===== config.mk =====
export PLATFORM = sky130hd
export DESIGN_NAME = cstate_resolver
export DESIGN_NICKNAME = d
export VERILOG_FILES = /design/src/rtl/cstres_pkg.sv /design/src/rtl/cstres_thread.sv /design/src/rtl/cstres_core.sv /design/src/rtl/cstres_pkgstate.sv /design/src/rtl/cstate_resolver.sv
export SDC_FILE = /design/constraint.sdc
export NUM_CORES = 1
export LEC_CHECK = 0
export BUFFER_PORTS_ARGS = -buffer_cell sky130_fd_sc_hd__buf_2
export CAP_MARGIN = 20
export CORE_MARGIN = 3
export CORE_UTILIZATION = 35
export CTS_BUF_LIST = sky130_fd_sc_hd__clkbuf_2
export DETAILED_ROUTE_END_ITERATION = 16
export PLACE_DENSITY_LB_ADDON = 0.1
export SETUP_SLACK_MARGIN = 0.15
export SLEW_MARGIN = 5
export SYNTH_ARGS = -nofsm -noshare
export SYNTH_HDL_FRONTEND = slang
export SYNTH_SLANG_ARGS = --single-unit

===== constraint.sdc =====
create_clock -name clk -period 14.5 [get_ports clk]
set_clock_uncertainty 0.2 [all_clocks]
set_input_delay 1.45 -clock clk [delete_from_list [all_inputs] [get_ports clk]]
set_output_delay 1.45 -clock clk [all_outputs]
set_load 0.005 [all_outputs]

===== src/rtl/cstres_pkg.sv =====
package cstres_pkg;

    typedef enum logic [2:0] {
        CS_C0  = 3'd0,
        CS_C1  = 3'd1,
        CS_C1E = 3'd2,
        CS_C3  = 3'd3,
        CS_C6  = 3'd4
    } cstate_e;

    localparam int unsigned CS_W = 3;
    localparam int unsigned OP_W = 3;

    localparam logic [OP_W-1:0] OP_HALT  = 3'd0;
    localparam logic [OP_W-1:0] OP_WAIT1 = 3'd1;
    localparam logic [OP_W-1:0] OP_WAIT3 = 3'd2;
    localparam logic [OP_W-1:0] OP_WAIT6 = 3'd3;
    localparam logic [OP_W-1:0] OP_LVL2  = 3'd4;
    localparam logic [OP_W-1:0] OP_LVL3  = 3'd5;

    localparam logic [1:0] PERMIT_NONE = 2'd0;
    localparam logic [1:0] PERMIT_C3   = 2'd1;
    localparam logic [1:0] PERMIT_C6   = 2'd2;

    function automatic logic [CS_W-1:0] shallower(input logic [CS_W-1:0] a,
                                                  input logic [CS_W-1:0] b);
        return (a < b) ? a : b;
    endfunction

endpackage


===== src/rtl/cstres_thread.sv =====
module cstres_thread
    import cstres_pkg::*;
(
    input  logic            clk,
    input  logic            rst_n,
    input  logic            req_valid,
    input  logic [OP_W-1:0] req_op,
    input  logic            wake,
    input  logic            c1e_en,
    output logic [CS_W-1:0] state_next
);

    cstate_e state_q;
    cstate_e state_d;

    // Next-state process
    always_comb begin
        state_d = state_q;
        unique case (state_q)
            CS_C0: begin
                if (req_valid && !wake) begin
                    case (req_op)
                        OP_HALT, OP_WAIT1: state_d = c1e_en ? CS_C1E : CS_C1;
                        OP_WAIT3, OP_LVL2: state_d = CS_C3;
                        OP_WAIT6, OP_LVL3: state_d = CS_C6;
                        default:           state_d = CS_C0;
                    endcase
                end
            end
            CS_C1, CS_C1E, CS_C3, CS_C6: begin
                if (wake) begin
                    state_d = CS_C0;
                end
            end
            default: state_d = CS_C0;
        endcase
    end

    // State register
    always_ff @(posedge clk or negedge rst_n) begin
        if (!rst_n) begin
            state_q <= CS_C0;
        end else begin
            state_q <= state_d;
        end
    end

    assign state_next = state_d;

endmodule


===== src/rtl/cstres_core.sv =====
module cstres_core
    import cstres_pkg::*;
#(
    parameter int unsigned THREADS_PER_CORE = 2
) (
    input  logic                             clk,
    input  logic                             rst_n,
    input  logic [THREADS_PER_CORE*CS_W-1:0] thr_next,
    output logic [CS_W-1:0]                  core_next,
    output logic [CS_W-1:0]                  core_q
);

    // Shallowest thread wins
    always_comb begin
        core_next = thr_next[CS_W-1:0];
        for (int i = 1; i < int'(THREADS_PER_CORE); i++) begin
            core_next = shallower(core_next, thr_next[i*CS_W +: CS_W]);
        end
    end

    always_ff @(posedge clk or negedge rst_n) begin
        if (!rst_n) begin
            core_q <= CS_C0;
        end else begin
            core_q <= core_next;
        end
    end

endmodule


===== src/rtl/cstres_pkgstate.sv =====
module cstres_pkgstate
    import cstres_pkg::*;
#(
    parameter int unsigned NUM_CORES = 4
) (
    input  logic                      clk,
    input  logic                      rst_n,
    input  logic [NUM_CORES*CS_W-1:0] core_next,
    input  logic [1:0]                plat_allow,
    output logic [CS_W-1:0]           pkg_q,
    output logic                      snoop_q,
    output logic                      chg_q
);

    logic [CS_W-1:0] lowest;
    cstate_e         pkg_d;
    cstate_e         pkg_r;

    always_comb begin
        lowest = core_next[CS_W-1:0];
        for (int c = 1; c < int'(NUM_CORES); c++) begin
            lowest = shallower(lowest, core_next[c*CS_W +: CS_W]);
        end
    end

    // Package next-state: request capped by permission
    always_comb begin
        pkg_d = CS_C0;
        unique case (lowest)
            CS_C0, CS_C1, CS_C1E: pkg_d = CS_C0;
            CS_C3: pkg_d = (plat_allow != PERMIT_NONE) ? CS_C3 : CS_C0;
            CS_C6: begin
                if (plat_allow >= PERMIT_C6) begin
                    pkg_d = CS_C6;
                end else if (plat_allow == PERMIT_C3) begin
                    pkg_d = CS_C3;
                end else begin
                    pkg_d = CS_C0;
                end
            end
            default: pkg_d = CS_C0;
        endcase
    end

    // State register
    always_ff @(posedge clk or negedge rst_n) begin
        if (!rst_n) begin
            pkg_r <= CS_C0;
        end else begin
            pkg_r <= pkg_d;
        end
    end

    // Output register
    always_ff @(posedge clk or negedge rst_n) begin
        if (!rst_n) begin
            snoop_q <= 1'b1;
            chg_q   <= 1'b0;
        end else begin
            snoop_q <= (pkg_d != CS_C6);
            chg_q   <= (pkg_d != pkg_r);
        end
    end

    assign pkg_q = pkg_r;

endmodule


===== src/rtl/cstate_resolver.sv =====
module cstate_resolver
    import cstres_pkg::*;
#(
    parameter int unsigned NUM_CORES        = 4,
    parameter int unsigned THREADS_PER_CORE = 2
) (
    input  logic                                        clk,
    input  logic                                        rst_n,
    input  logic [NUM_CORES*THREADS_PER_CORE-1:0]       req_valid,
    input  logic [3*NUM_CORES*THREADS_PER_CORE-1:0]     req_op,
    input  logic [NUM_CORES*THREADS_PER_CORE-1:0]       wake,
    input  logic                                        c1e_en,
    input  logic [1:0]                                  plat_allow,
    output logic [3*NUM_CORES-1:0]                      core_state,
    output logic [2:0]                                  pkg_state,
    output logic                                        llc_snoop,
    output logic                                        pkg_chg
);

    localparam int unsigned NUM_THREADS = NUM_CORES * THREADS_PER_CORE;

    logic [NUM_THREADS*CS_W-1:0] thr_next;
    logic [NUM_CORES*CS_W-1:0]   core_next;

    for (genvar t = 0; t < NUM_THREADS; t++) begin : g_thr
        cstres_thread u_thr (
            .clk        (clk),
            .rst_n      (rst_n),
            .req_valid  (req_valid[t]),
            .req_op     (req_op[t*OP_W +: OP_W]),
            .wake       (wake[t]),
            .c1e_en     (c1e_en),
            .state_next (thr_next[t*CS_W +: CS_W])
        );
    end

    for (genvar c = 0; c < NUM_CORES; c++) begin : g_core
        cstres_core #(
            .THREADS_PER_CORE (THREADS_PER_CORE)
        ) u_core (
            .clk       (clk),
            .rst_n     (rst_n),
            .thr_next  (thr_next[c*THREADS_PER_CORE*CS_W +: THREADS_PER_CORE*CS_W]),
            .core_next (core_next[c*CS_W +: CS_W]),
            .core_q    (core_state[c*CS_W +: CS_W])
        );
    end

    cstres_pkgstate #(
        .NUM_CORES (NUM_CORES)
    ) u_pkg (
        .clk        (clk),
        .rst_n      (rst_n),
        .core_next  (core_next),
        .plat_allow (plat_allow),
        .pkg_q      (pkg_state),
        .snoop_q    (llc_snoop),
        .chg_q      (pkg_chg)
    );

endmodule


==> metrics.csv <==
stage,metric,value,unit
run_status,status,finished clean,
floorplanning,initial_utilization,36.2,%
clocking,post_cts_resized,0,
setup_path,crit_arrival,6.65,ns
setup_path,critical_path.most_common_cell,ha_1,
global_route,grt_max_degree,41,
placement,dpl_cell_area,3230,um^2
setup_path,path_class,in2reg,
final_layout,fillers,788,
global_route,gr-total-overflow,0,
sta,finalHoldViolations,0,
final_layout,final-instance-count-excl-fill,477,
final_layout,final_core_util,42.5,%
job,drv_cap,0,
floorplanning,rows,32,
final_layout,final_cell_mix,"buf_2 (61), inv_1 (39), dfrtp_1 (39)",
placement,io_buffer_count,61,
synthesis,syn-cell-area,2810,um^2
synthesis,synth_cells,308,
clocking,cts_hold_buf,0,
detailed_routing,ant_nets,0,
sta,min_period_over_period,45.3,%
power_and_ir_drop,ir_drop,0.0446,mV
sta,layout_min_cycle_time,6.57,ns
final_layout,drive_gt1_share,26.7,%
power_and_ir_drop,powerDensity,89.4,nW/um^2
global_route,grt_use_total,14.3,%
clocking,path_clk_slew,0.20,ns
synthesis,ys.flop_type,dfrtp_1,
clocking,numCtsBuffers,5,
clocking,cts_tree,done,
placement,place_congestion,0.764,
final_layout,area_growth,17.3,%
synthesis,async_flop_share,100,%
detailed_routing,via_per_inst,5.06,
sta,maxSlewHeadroom,41.8,%
floorplanning,die_area,9150,um^2
final_layout,multi_input_area,1630,um^2
synthesis,syn-num-nets,374,
detailed_routing,drt_iter0_drc,91,
clocking,clock_path_buffers,2,
detailed_routing,wire_per_inst,12.9,um
synthesis,synth_edf_count,0,
floorplanning,ios,62,
setup_path,critPathSlowestCell,ha_1,
final_layout,fin_area,3300,um^2
final_layout,antenna_cells,0,
power_and_ir_drop,leakage,1.68,nW
setup_path,slowest_delay,0.31,ns
global_route,grt_first_pass_wirelength,10.4,mm
sta,setup_viol,0,
hold_path,hold_class,reg2reg,
detailed_routing,wirelength,6.16,mm
sta,rsz0062_at_grt,false,
final_layout,layout_commonest_cell,buf_2,
clocking,cts_post_setup_buffers_inserted,0,
global_route,antenna_found_initial,0,
setup_path,crit_fanout,16,
floorplanning,dieWidth,95.6,um
clocking,clock_sinks,40,
synthesis,yosysUniqueCellTypes,66,
detailed_routing,dr.pass1.iters,4,
sta,fmax,152,MHz
global_route,first_global_vias,2287,
placement,place_hpwl,4.96,mm
placement,place_inst,469,
final_layout,regArea,1000,um^2
setup_path,cp-start-kind,input pin,
floorplanning,die_h,95.6,um
setup_path,end_kind,register,
synthesis,ys_seq_elements,40,
final_layout,layout.nets,440,
sta,setup_tns,0,ns
floorplanning,core_area,7770,um^2
synthesis,synth_warnings,0,
clocking,cts-root-buf,clkbuf_2,
setup_path,cp_data_required_time,14.59,ns
clocking,h-tree-depth,2,
clocking,clk_latency,0.39,ns
sta,drv_slew,0,
sta,worstMarginPinSlew,0.873,ns
synthesis,ys_seq_area_share,35.6,%
synthesis,syn_avg_cell_area,9.13,um^2
detailed_routing,vias,2412,
detailed_routing,drc_errors,0,
[power by group]
| group | leakage, nW | total [mW] | internal [mW] | switching [mW] |
|---|---|---|---|---|
| sequential | 0.542 | 0.123 | 0.119 | 0.00457 |
| clock | 0.0430 | 0.0670 | 0.0297 | 0.0373 |
| combinational | 1.09 | 0.105 | 0.0467 | 0.0580 |
| total | 1.68 | 0.295 | 0.195 | 0.0998 |
[final cells by class]
type / count / area share (%)
flip-flops and latches: 40 / 30.4
repair buffers: 61 / 9.26
inverters: 41 / 5.08
well taps: 102 / 3.87
clock inverters: 2 / 1.06
clock buffers: 6 / 0.910
multi-input cells: 225 / 49.4
[worst paths after layout]
kind                            cells after the start  slack, ns                       from                         end
worst min-delay path                                1       0.31  g_thr[6].u_thr.state_q[2]   g_thr[6].u_thr.state_q[0]
worst max register to register                     26       9.02  g_thr[2].u_thr.state_q[0]                 u_pkg.chg_q
max in group asynchronous                           1      12.62                      rst_n  g_core[3].u_core.core_q[2]
min in group asynchronous                           1       0.93                      rst_n   g_thr[4].u_thr.state_q[2]
worst max-delay path                               31       7.93                     c1e_en                 u_pkg.chg_q
worst min register to register                      1       0.31  g_thr[6].u_thr.state_q[2]   g_thr[6].u_thr.state_q[0]
[layer usage]
metal | GRT usage, % | up-vias | routed length, um
li1 | - | 1251 | -
met1 | 18.7 | 1112 | 2970
met2 | 24.1 | 44 | 2860
met3 | 2.53 | 5 | 254
met4 | 3.91 | 0 | 64
met5 | 0 | - | 0
[cell usage after synthesis, types with 2 or more instances]
| cell type | number | area share, % |
|---|---|---|
| xor2_1 | 6 | 1.9 |
| o21ai_1 | 2 | 0.36 |
| nor2b_1 | 3 | 0.67 |
| o22ai_1 | 4 | 0.89 |
| o21a_1 | 8 | 2.1 |
| a31oi_1 | 11 | 2.4 |
| xnor2_1 | 2 | 0.62 |
| o21ai_0 | 9 | 1.6 |
| nor3b_1 | 5 | 1.3 |
| a21oi_2 | 2 | 0.62 |
| mux2i_1 | 3 | 1.1 |
| inv_1 | 39 | 5.2 |
| a21o_1 | 5 | 1.3 |
| o2bb2ai_1 | 2 | 0.62 |
| nor4_1 | 4 | 0.89 |
| a211oi_1 | 5 | 1.3 |
| nand2b_1 | 4 | 0.89 |
| a22oi_1 | 2 | 0.53 |
| a211oi_2 | 6 | 2.7 |
| ha_1 | 21 | 9.3 |
| a21oi_1 | 17 | 3.0 |
| o211ai_1 | 2 | 0.53 |
| o31ai_1 | 2 | 0.53 |
| o21bai_1 | 3 | 0.80 |
| nor3_1 | 13 | 2.3 |
| dfrtp_1 | 39 | 35 |
| a21o_2 | 4 | 1.2 |
| nand2_1 | 9 | 1.2 |
| o21ai_2 | 2 | 0.62 |
| or4_1 | 4 | 1.1 |
| nor2_1 | 35 | 4.7 |
[logic make-up (layout without fill, tap and decap cells)]
family	count (synthesis)	count (layout)	share of synthesized area, %
flip-flops	40	40	35.6
adder cells (fa/ha/maj)	21	21	9.34
AO/OA/AOI/OAI	102	102	27.8
buffers and inverters	43	110	6.41
XOR/XNOR	8	8	2.49
multiplexers	5	5	1.96
AND/OR/NAND/NOR	89	89	16.4
[critical path: cells and delay by family]
| kind | cells | cell delay (ns) |
|---|---|---|
| adders and majority gates | 4 | 0.96 |
| and+or+nand+nor | 6 | 0.60 |
| AOI/OAI and AO/OA | 17 | 2.93 |
| muxes | 1 | 0.31 |
| buffers and inverters | 3 | 0.43 |
[stage by stage]
step / hold slack [ns] / power (mW) / setup slack [ns]
finish: 0.311 / 0.295 / 7.93
global route: 0.353 / 0.320 / 7.48
CTS: 0.314 / 0.300 / 7.93
detailed placement: 0.284 / 0.231 / 7.47
global placement: 0.286 / 0.229 / 7.60
floorplan: 0.253 / 0.202 / 8.06
[state kept, by name, indices dropped and copies added (netlist names)]
name	count
g_thr.u_thr.state_q	24
g_core.u_core.core_q	12
u_pkg.pkg_q	2
u_pkg.chg_q	1
u_pkg.snoop_q	1
Power figures use the tool's default switching activity.
